<file path="config.mk">
export PLATFORM = sky130hd
export DESIGN_NAME = tmr_pair
export DESIGN_NICKNAME = d
export VERILOG_FILES = /design/src/rtl/tmr_pkg.sv /design/src/rtl/tmr_sync_edge.sv /design/src/rtl/tmr_count_unit.sv /design/src/rtl/tmr_carrier.sv /design/src/rtl/tmr_pair.sv
export SDC_FILE = /design/constraint.sdc
export NUM_CORES = 1
export LEC_CHECK = 0
export ABC_AREA = 0
export BUFFER_PORTS_ARGS = -buffer_cell sky130_fd_sc_hd__buf_2
export CORE_AREA = 2 2 106 77
export DETAILED_ROUTE_END_ITERATION = 10
export DIE_AREA = 0 0 108 79
export PLACE_DENSITY = 0.63
export SLEW_MARGIN = 10
export SYNTH_ARGS = -nofsm -noshare
export SYNTH_HDL_FRONTEND = slang
export SYNTH_HIERARCHICAL = 1
export SYNTH_SLANG_ARGS = --single-unit
export TNS_END_PERCENT = 100
</file>
<file path="constraint.sdc">
create_clock -name clk -period 4.4 [get_ports clk]
set_input_delay 0.66 -clock clk [delete_from_list [all_inputs] [get_ports clk]]
set_output_delay 0.66 -clock clk [all_outputs]
set_load 0.05 [all_outputs]
</file>
<file path="src/rtl/tmr_pkg.sv">
package tmr_pkg;
  typedef enum logic [1:0] {
    SRC_CORE  = 2'd0,
    SRC_DIV4  = 2'd1,
    SRC_DIV16 = 2'd2,
    SRC_PIN   = 2'd3
  } src_e;

  // field order fixes the bit positions software writes
  typedef struct packed {
    logic route;  // bit 5
    logic chain;  // bit 4
    logic pwm;    // bit 3
    src_e src;    // bits 2:1
    logic run;    // bit 0
  } mode_t;

  localparam int MODE_W = $bits(mode_t);
  localparam int ADDR_W = 3;

  localparam logic [ADDR_W-1:0] RA_MODE_LO = 3'd0;
  localparam logic [ADDR_W-1:0] RA_CMP_LO  = 3'd1;
  localparam logic [ADDR_W-1:0] RA_MODE_HI = 3'd2;
  localparam logic [ADDR_W-1:0] RA_CMP_HI  = 3'd3;
  localparam logic [ADDR_W-1:0] RA_CARRIER = 3'd4;
endpackage

</file>
<file path="src/rtl/tmr_sync_edge.sv">
module tmr_sync_edge #(
  parameter int STAGES = 2
) (
  input  logic clk,
  input  logic rst_n,
  input  logic din,
  output logic rise
);
  localparam int L = STAGES + 1;

  logic [L-1:0] sh_q, sh_d;

  always_comb begin
    sh_d = {sh_q[L-2:0], din};
  end

  always_ff @(posedge clk or negedge rst_n) begin
    if (!rst_n) sh_q <= '0;
    else        sh_q <= sh_d;
  end

  assign rise = sh_q[L-2] & ~sh_q[L-1];
endmodule

</file>
<file path="src/rtl/tmr_count_unit.sv">
module tmr_count_unit #(
  parameter int W = 8
) (
  input  logic         clk,
  input  logic         rst_n,
  input  logic         run,
  input  logic         tick,
  input  logic         hit,
  input  logic [W-1:0] cmp,
  output logic [W-1:0] cnt,
  output logic         irq,
  output logic         tog,
  output logic         pwm
);
  logic [W-1:0] cnt_q, cnt_d;
  logic irq_q, irq_d, tog_q, tog_d, pwm_q, pwm_d;

  always_comb begin
    cnt_d = cnt_q;
    tog_d = tog_q;
    irq_d = 1'b0;
    pwm_d = run & (cnt_q < cmp);
    if (!run) begin
      cnt_d = '0;
      tog_d = 1'b0;
    end else if (tick) begin
      if (hit) begin
        cnt_d = '0;
        tog_d = ~tog_q;
        irq_d = 1'b1;
      end else begin
        cnt_d = cnt_q + 1'b1;
      end
    end
  end

  always_ff @(posedge clk or negedge rst_n) begin
    if (!rst_n) begin
      cnt_q <= '0;
      irq_q <= 1'b0;
      tog_q <= 1'b0;
      pwm_q <= 1'b0;
    end else begin
      cnt_q <= cnt_d;
      irq_q <= irq_d;
      tog_q <= tog_d;
      pwm_q <= pwm_d;
    end
  end

  assign cnt = cnt_q;
  assign irq = irq_q;
  assign tog = tog_q;
  assign pwm = pwm_q;
endmodule

</file>
<file path="src/rtl/tmr_carrier.sv">
module tmr_carrier (
  input  logic clk,
  input  logic rst_n,
  input  logic ovf,
  input  logic en,
  input  logic third,
  output logic carrier,
  output logic baud
);
  localparam int PH_W = 2;

  logic [PH_W-1:0] ph_q, ph_d, last;
  logic half_q, half_d, baud_q, baud_d;

  always_comb begin
    last = third ? PH_W'(2) : PH_W'(1);
    ph_d = ph_q;
    if (!en)      ph_d = '0;
    else if (ovf) ph_d = (ph_q >= last) ? '0 : ph_q + 1'b1;
    half_d = half_q ^ ovf;
    baud_d = ovf & half_q;
  end

  always_ff @(posedge clk or negedge rst_n) begin
    if (!rst_n) begin
      ph_q   <= '0;
      half_q <= 1'b0;
      baud_q <= 1'b0;
    end else begin
      ph_q   <= ph_d;
      half_q <= half_d;
      baud_q <= baud_d;
    end
  end

  assign carrier = en & (ph_q == '0);
  assign baud    = baud_q;
endmodule

</file>
<file path="src/rtl/tmr_pair.sv">
module tmr_pair
  import tmr_pkg::*;
#(
  parameter int W           = 8,
  parameter int SYNC_STAGES = 2
) (
  input  logic              clk,
  input  logic              rst_n,
  input  logic              wr_en,
  input  logic [ADDR_W-1:0] wr_addr,
  input  logic [W-1:0]      wr_data,
  input  logic              ce_div4,
  input  logic              ce_div16,
  input  logic [1:0]        ext_cnt,
  output logic              irq_lo,
  output logic              irq_hi,
  output logic              pin_lo,
  output logic              pin_hi,
  output logic              carrier_out,
  output logic              baud_tick
);
  localparam int           N       = 2;
  localparam logic [W-1:0] CNT_TOP = '1;

  mode_t        mode_q [N];
  mode_t        mode_d [N];
  logic [W-1:0] cmp_q  [N];
  logic [W-1:0] cmp_d  [N];
  logic         car_en_q, car_en_d, car_3_q, car_3_d;

  // register write decode
  always_comb begin
    for (int i = 0; i < N; i++) begin
      mode_d[i] = mode_q[i];
      cmp_d[i]  = cmp_q[i];
    end
    car_en_d = car_en_q;
    car_3_d  = car_3_q;
    if (wr_en) begin
      case (wr_addr)
        RA_MODE_LO: mode_d[0] = wr_data[MODE_W-1:0];
        RA_CMP_LO:  cmp_d[0]  = wr_data;
        RA_MODE_HI: mode_d[1] = wr_data[MODE_W-1:0];
        RA_CMP_HI:  cmp_d[1]  = wr_data;
        RA_CARRIER: begin
          car_en_d = wr_data[0];
          car_3_d  = wr_data[1];
        end
        default: ;
      endcase
    end
  end

  always_ff @(posedge clk or negedge rst_n) begin
    if (!rst_n) begin
      for (int i = 0; i < N; i++) begin
        mode_q[i] <= '0;
        cmp_q[i]  <= '0;
      end
      car_en_q <= 1'b0;
      car_3_q  <= 1'b0;
    end else begin
      for (int i = 0; i < N; i++) begin
        mode_q[i] <= mode_d[i];
        cmp_q[i]  <= cmp_d[i];
      end
      car_en_q <= car_en_d;
      car_3_q  <= car_3_d;
    end
  end

  // count-event source per unit
  logic [N-1:0] src_tick;
  for (genvar g = 0; g < N; g++) begin : g_src
    logic rise, tk;
    tmr_sync_edge #(.STAGES(SYNC_STAGES)) u_sync (
      .clk  (clk),
      .rst_n(rst_n),
      .din  (ext_cnt[g]),
      .rise (rise)
    );
    always_comb begin
      case (mode_q[g].src)
        SRC_CORE:  tk = 1'b1;
        SRC_DIV4:  tk = ce_div4;
        SRC_DIV16: tk = ce_div16;
        default:   tk = rise;
      endcase
    end
    assign src_tick[g] = tk;
  end

  // single or chained operation
  logic [W-1:0] cnt [N];
  logic [N-1:0] run, tick, hit, irq_c, tog, pwm;
  logic         chain, eq_lo, eq_hi, hit_wide;

  always_comb begin
    chain    = mode_q[1].chain;
    eq_lo    = (cnt[0] == cmp_q[0]);
    eq_hi    = (cnt[1] == cmp_q[1]);
    hit_wide = eq_lo & eq_hi;
    run[0]   = mode_q[0].run;
    run[1]   = chain ? mode_q[0].run : mode_q[1].run;
    tick[0]  = src_tick[0];
    tick[1]  = chain ? (src_tick[0] & ((cnt[0] == CNT_TOP) | hit_wide))
                     : src_tick[1];
    hit[0]   = chain ? hit_wide : eq_lo;
    hit[1]   = chain ? hit_wide : eq_hi;
  end

  for (genvar g = 0; g < N; g++) begin : g_unit
    tmr_count_unit #(.W(W)) u_unit (
      .clk  (clk),
      .rst_n(rst_n),
      .run  (run[g]),
      .tick (tick[g]),
      .hit  (hit[g]),
      .cmp  (cmp_q[g]),
      .cnt  (cnt[g]),
      .irq  (irq_c[g]),
      .tog  (tog[g]),
      .pwm  (pwm[g])
    );
  end

  tmr_carrier u_carrier (
    .clk    (clk),
    .rst_n  (rst_n),
    .ovf    (irq_c[1]),
    .en     (car_en_q),
    .third  (car_3_q),
    .carrier(carrier_out),
    .baud   (baud_tick)
  );

  assign irq_lo = irq_c[0] & ~chain;
  assign irq_hi = irq_c[1];
  assign pin_lo = mode_q[0].pwm ? pwm[0] : tog[0];
  assign pin_hi = mode_q[1].route ? pwm[0] : (mode_q[1].pwm ? pwm[1] : tog[1]);

  // flat views for the checker
  logic [W-1:0] cnt_lo_v, cnt_hi_v, cmp_lo_v;
  logic         run_lo_v, irqc_lo_v, tog_lo_v, pwm_lo_v;
  assign cnt_lo_v  = cnt[0];
  assign cnt_hi_v  = cnt[1];
  assign cmp_lo_v  = cmp_q[0];
  assign run_lo_v  = run[0];
  assign irqc_lo_v = irq_c[0];
  assign tog_lo_v  = tog[0];
  assign pwm_lo_v  = pwm[0];
endmodule

</file>
; ---- Yosys cells after proc, flatten, opt, wreduce, memory -nomap -nowiden
; Index checks and enable logic that the tools add are counted.
[totals]
regBits = 60
input_bits = 18
out_inout_bits = 6
elab_cells = 105
[classes]
addsub = 3
order_cmp = 3
eq_ne = 16
muxes = 31
bitwise = 16
reduce_logical = 11
[op_table]
columns = op, count
row1 = 8-bit two-way mux, 6
row2 = 1-bit two-way mux, 19
row3 = 8-bit by 1-bit adder with 8-bit output (second input constant), 2
row4 = 8-bit equality test, 2
row5 = 8-bit less-than comparator, 2
row6 = 2-bit AND reduction, 7
row7 = 1-bit AND, 9
row8 = 8-bit equality test (second input constant), 1
row9 = 2-bit two-way mux, 4
row10 = 3-bit by 2-bit equality test with 1-bit output (second input constant), 2
row11 = 2-bit logical NOT, 3
row12 = 2-bit by 1-bit inequality test with 1-bit output (second input constant), 3
row13 = 1-bit one-hot mux with 3 select lines, 2
row14 = 1-bit inverter, 5
row15 = 2-bit by 1-bit equality test with 1-bit output (second input constant), 2
row16 = 2-bit equality test (second input constant), 2
row17 = 2-bit inequality test (second input constant), 2
row18 = 3-bit by 1-bit equality test with 1-bit output (second input constant), 1
row19 = 3-bit equality test (second input constant), 1
row20 = 3-bit logical NOT, 1
row21 = 2-bit by 1-bit adder with 2-bit output (second input constant), 1
row22 = 2-bit greater-or-equal comparator, 1
row23 = 1-bit bitwise OR, 1
row24 = 1-bit bitwise XOR, 1

; ---- Longest topological paths before layout
[depth]
ltp_word = 7
mapped_depth = 9
depth_no_buf = 8

; ---- Modules after synthesis
; The synthesis kept the hierarchy.
[modules_own_cells]
columns = mod, n_inst, cells_each, area_each_um2, seq_area_each_um2
row1 = tmr_count_unit, 2, 77, 747.0, 275.3
row2 = tmr_pair, 1, 107, 1423.9, 700.7
row3 = tmr_carrier, 1, 19, 216.5, 100.1
row4 = tmr_sync_edge, 2, 4, 88.8, 75.1

; ---- Worst setup path before layout
; Ideal clock, no wire load.
[synth_path]
path_kind = reg2out
startpoint = register mode_q[3] (netlist name)
endpoint = output port pin_hi
arrival_time_ns = 1.566
t_required_ns = 3.740
path_slack_ns = 2.174
path_stages_with_launch = 3
path_buffers = 0
path_cell_list = dfrtp_1 > mux2i_1 > o21ai_0
[synth_via]
elab_chain_len = 2
[synth_rtl]
columns = item, line
row1 = start: declaration, tmr_pair.sv:25  ; mode_t mode_q [N];
row2 = start signal: indexed assignment, tmr_pair.sv:64  ; mode_q[i] <= mode_d[i];
row3 = 1-bit two-way mux (2 in series), tmr_pair.sv:140  ; assign pin_hi = mode_q[1].route ? pwm[0] : (mode_q[1].pwm ? pwm[1] : tog[1]);
row4 = end: declaration, tmr_pair.sv:18  ; output logic pin_hi,
; No other way between the ends.

; ---- Worst setup path in the final report
[layout_path]
startpoint = register g_unit[0].u_unit.cnt_q[3]
endpoint = register g_unit[1].u_unit.cnt_q[3]
[layout_via]
elab_chain_len = 6
elab_cells_between_ends = 11
cone_classes = eq/ne (3) / mux (5) / bitwise (3)
[layout_rtl]
columns = item, line
row1 = start: declaration, tmr_count_unit.sv:15  ; logic [W-1:0] cnt_q, cnt_d;
row2 = start signal: assignment, tmr_count_unit.sv:44  ; cnt_q <= cnt_d;
row3 = 8-bit equality test, tmr_pair.sv:100  ; eq_lo = (cnt[0] == cmp_q[0]);
row4 = 1-bit AND, tmr_pair.sv:102  ; hit_wide = eq_lo & eq_hi;
row5 = 1-bit bitwise OR (*), tmr_pair.sv:106  ; tick[1] = chain ? (src_tick[0] & ((cnt[0] == CNT_TOP) | hit_wide))
row6 = 1-bit AND (*), tmr_pair.sv:106
row7 = 1-bit two-way mux (*), tmr_pair.sv:106
row8 = via tick[1], tmr_pair.sv:95  ; logic [N-1:0] run, tick, hit, irq_c, tog, pwm;
row9 = 2-bit inequality test (no line) (*), --
row10 = end signal: assignment, tmr_count_unit.sv:44
row11 = end: declaration, tmr_count_unit.sv:15
; The timed path passes the listed nets; every way through them passes the cells marked *. The select of a mux whose other input is x is not followed.
; A chain may end at the register's enable or synchronous reset.

==> results by group <==
Worst setup path
  – Kind of critical path: reg2reg
  – Crit path DAT: roughly 3 ns
  – Crit start category: flop
  – Crit path max fanout: 9
  – Cell depth of the worst flop-to-flop path: 7
  – Critical path required time: around 4.7 ns
  – CP Capture Type: flop

Pwr
  – VDD IR-drop max: roughly 0.26 mV
  – Pleak: 1.78 nW
  – Total Power: roughly 1.7 mW
  – Power Density: roughly 460 mW/mm2

Run
  – Max-cap violations: 0

Synthesis
  – Ys Warns: 6
  – Mean area per synthesized cell: about 11 um2
  – Synth area leader: dfrtp_1
  – Post-Syn Area: around 0.0033 mm2
  – Post-synth top cells: 60 x dfrtp_1, 30 x mux2_2, 23 x inv_1
  – Most common cell in the netlist: dfrtp_1
  – Synth cell types: 45
  – Synthesized net count: about 330
  – Register area share after synthesis: 45.3%
  – Primary FF master, synth: dfrtp_1
  – Post-synth EDFFs: 0
  – Area share of the largest cell type after synthesis: a little under half
  – Ys async rst share: 100%
  – Post-Syn Instances: around 290
  – Synth top area cells: dfrtp_1 45%, mux2_2 10%, ha_1 7.6%, xor2_1 4.2%, mux2i_1 3.9%
  – Synth Register Bits: 60

Placed design
  – GPL Wtd Cong: roughly 0.85
  – Port Buffers: 23
  – Placed cells: 410
  – Post-DP HPWL: slightly below 5000 um

Timing
  – Fmax: around 370 MHz
  – Final setup fails: 0
  – Setup_tns: 0 ns
  – Fin crit period: between 2 and 3 ns
  – Fin. max-slew vios: 0
  – Period utilization: between 60% and 70%
  – RSZ-0062 raised after global routing: no
  – Worst slew pin tran: about 0.87 ns
  – Worst rel slew slack: between 40% and 50%
  – Setup Skew: roughly 0.014 ns
  – Final Hold Vio Count: 0

Drt
  – Final WL: 6750 um
  – Post-DRT Antenna Nets: 0
  – DRT iter0 DRCs: approximately 210
  – Avg WL per Cell: about 16 um
  – Vias per inst: approximately 5.2
  – Max Used Layer: met4
  – WL met3: 393 um
  – Met2 routed WL: roughly 2600 um
  – Wl on met1: 3740 um
  – # DRC: 0
  – Via count: around 2.2k
  – First-pass iteration count of the detailed router: 4

GRT
  – Total congestion overflow: 0
  – Tot GR Track Use: between 15 and 20%
  – Largest net degree at the start of global routing: 61
  – Initial antenna violation count: 0
  – Global-route wire length before repair: 11100 um
  – Vias in the first global route: 2154

Layout
  – Seq. cell area: ~0.0015 mm2
  – Final-stage net count: between 300 and 400
  – Share of cells above drive strength 1: 24.9%
  – Post-Layout Cell Count: 426
  – Final core utilization: 49.5%
  – Antenna cells: 0
  – Layout fillers: 690
  – Syn-to-layout area delta: 13.7%
  – Area occupied by multi-input gates: 0.00168 mm2

Hold path
  – Hold Path Class: reg2reg
  – WHS Path Cells: 0

Floorplan
  – Row count: 27
  – Die width: about 110 um
  – Die Area: 0.00853 mm2
  – Core Area: between 0.007 and 0.008 mm2
  – Initial Utilization: 43.6%
  – Die Ht: roughly 80 um
  – IO Pins: 24

Clock network
  – Clk Latency, worst-skew pair: around 0.34 ns
  – Setup bufs post-CTS: 0
  – CTS tree: done
  – PostCTS Resize Cnt: 0
  – Max clock buf depth: 2
  – Number of H-tree levels: 3
  – CTS Hold Bufs: 0
  – Clock sink count: 60
  – Total clock buffers created by CTS: 9
  – CTS root buf: clkbuf_8
  – Clk pin slew, worst setup/hold paths: roughly 0.07 ns

Status
  – Status: finished, final reports clean
-- area by class of cell --
type	instances	area share, %
well taps	101	3.36
clock inverters	4	1.86
inverters	23	2.29
flip-flops and latches	60	39.9
clock buffers	12	4.39
repair buffers	26	3.65
multi-input cells	200	44.6
-- per-stage QoR --
stage                     hold slack, ns  setup WS [ns]  instance area [um2]
after detailed placement           0.338           1.63                 3530
after CTS                          0.354           1.67                 3770
after global routing               0.357           1.42                 3770
final                              0.351           1.66                 3770
after floorplan                    0.331           2.17                 3310
after global placement             0.333           1.68                 3530
-- path summary, 6_finish.rpt --
path / start / to / slack, ns
worst min register to register: g_src[0].u_sync/sh_q[0] / g_src[0].u_sync/sh_q[1] / 0.35
min in group asynchronous: rst_n / mode_q[9] / 0.46
worst max-delay path: g_unit[0].u_unit/cnt[3] / g_unit[1].u_unit/cnt[3] / 1.66
worst min-delay path: g_src[0].u_sync/sh_q[0] / g_src[0].u_sync/sh_q[1] / 0.35
max in group asynchronous: rst_n / cmp_q[0] / 3.40
worst max register to register: g_unit[0].u_unit/cnt[3] / g_unit[1].u_unit/cnt[3] / 1.66
-- state kept, by name, summed over array words and instances, names as in the netlist --
register / flops
g_unit.u_unit/cnt: 16
g_unit.u_unit/irq: 2
cmp_lo_v: 8
u_carrier/baud: 1
run_lo_v: 1
mode_q: 8
u_carrier/half_q: 1
g_src.u_sync/sh_q: 6
g_unit.u_unit/tog: 2
chain: 1
u_carrier/ph_q: 2
car_3_q: 1
g_unit.u_unit/pwm: 2
car_en_q: 1
cmp_q: 8
-- logic make-up after synthesis --
logic type	count (synthesis)	synth area share [%]
flip-flops	60	45.3
AO/OA/AOI/OAI	33	7.18
multiplexers	43	14.1
XOR/XNOR	20	5.29
adder cells (fa/ha/maj)	20	7.56
buffers and inverters	28	3.97
AND/OR/NAND/NOR	84	16.5
-- power by group --
group / internal [mW] / switching (mW)
sequential: 0.636 / 0.0981
clock: 0.364 / 0.223
combinational: 0.185 / 0.208
total: 1.19 / 0.529
-- layer usage --
layer / track usage [%] / up-vias
li1: - / 1092
met4: 5.77 / 0
met3: 5.34 / 4
met5: 0 / -
met2: 22.8 / 49
met1: 27.0 / 1059
-- cells in the final DEF (no fill, tap or decap), types with 3 or more instances in the layout --
master,count
nor2_1,5
clkbuf_8,12
xnor2_1,4
buf_2,23
buf_4,3
inv_1,23
nand2_1,20
nor3b_1,3
nand2b_1,12
dfrtp_1,60
ha_1,20
o21a_1,3
mux2_2,30
nor4_1,10
nand4_1,5
nand3b_1,4
and2_1,3
a21oi_1,8
xor2_1,16
mux2i_1,13
nor2b_4,4
-- worst max-delay path, cell delays in order (launching register included) --
cell and delay (ns):
dfrtp_1 0.49, xor2_1 0.22, nor4_1 0.35, nand4_1 0.13, a21oi_1 0.70, nor2b_4 0.11
or4_1 0.50, a21oi_1 0.15
Note: power is estimated with default switching activity, not from simulation.
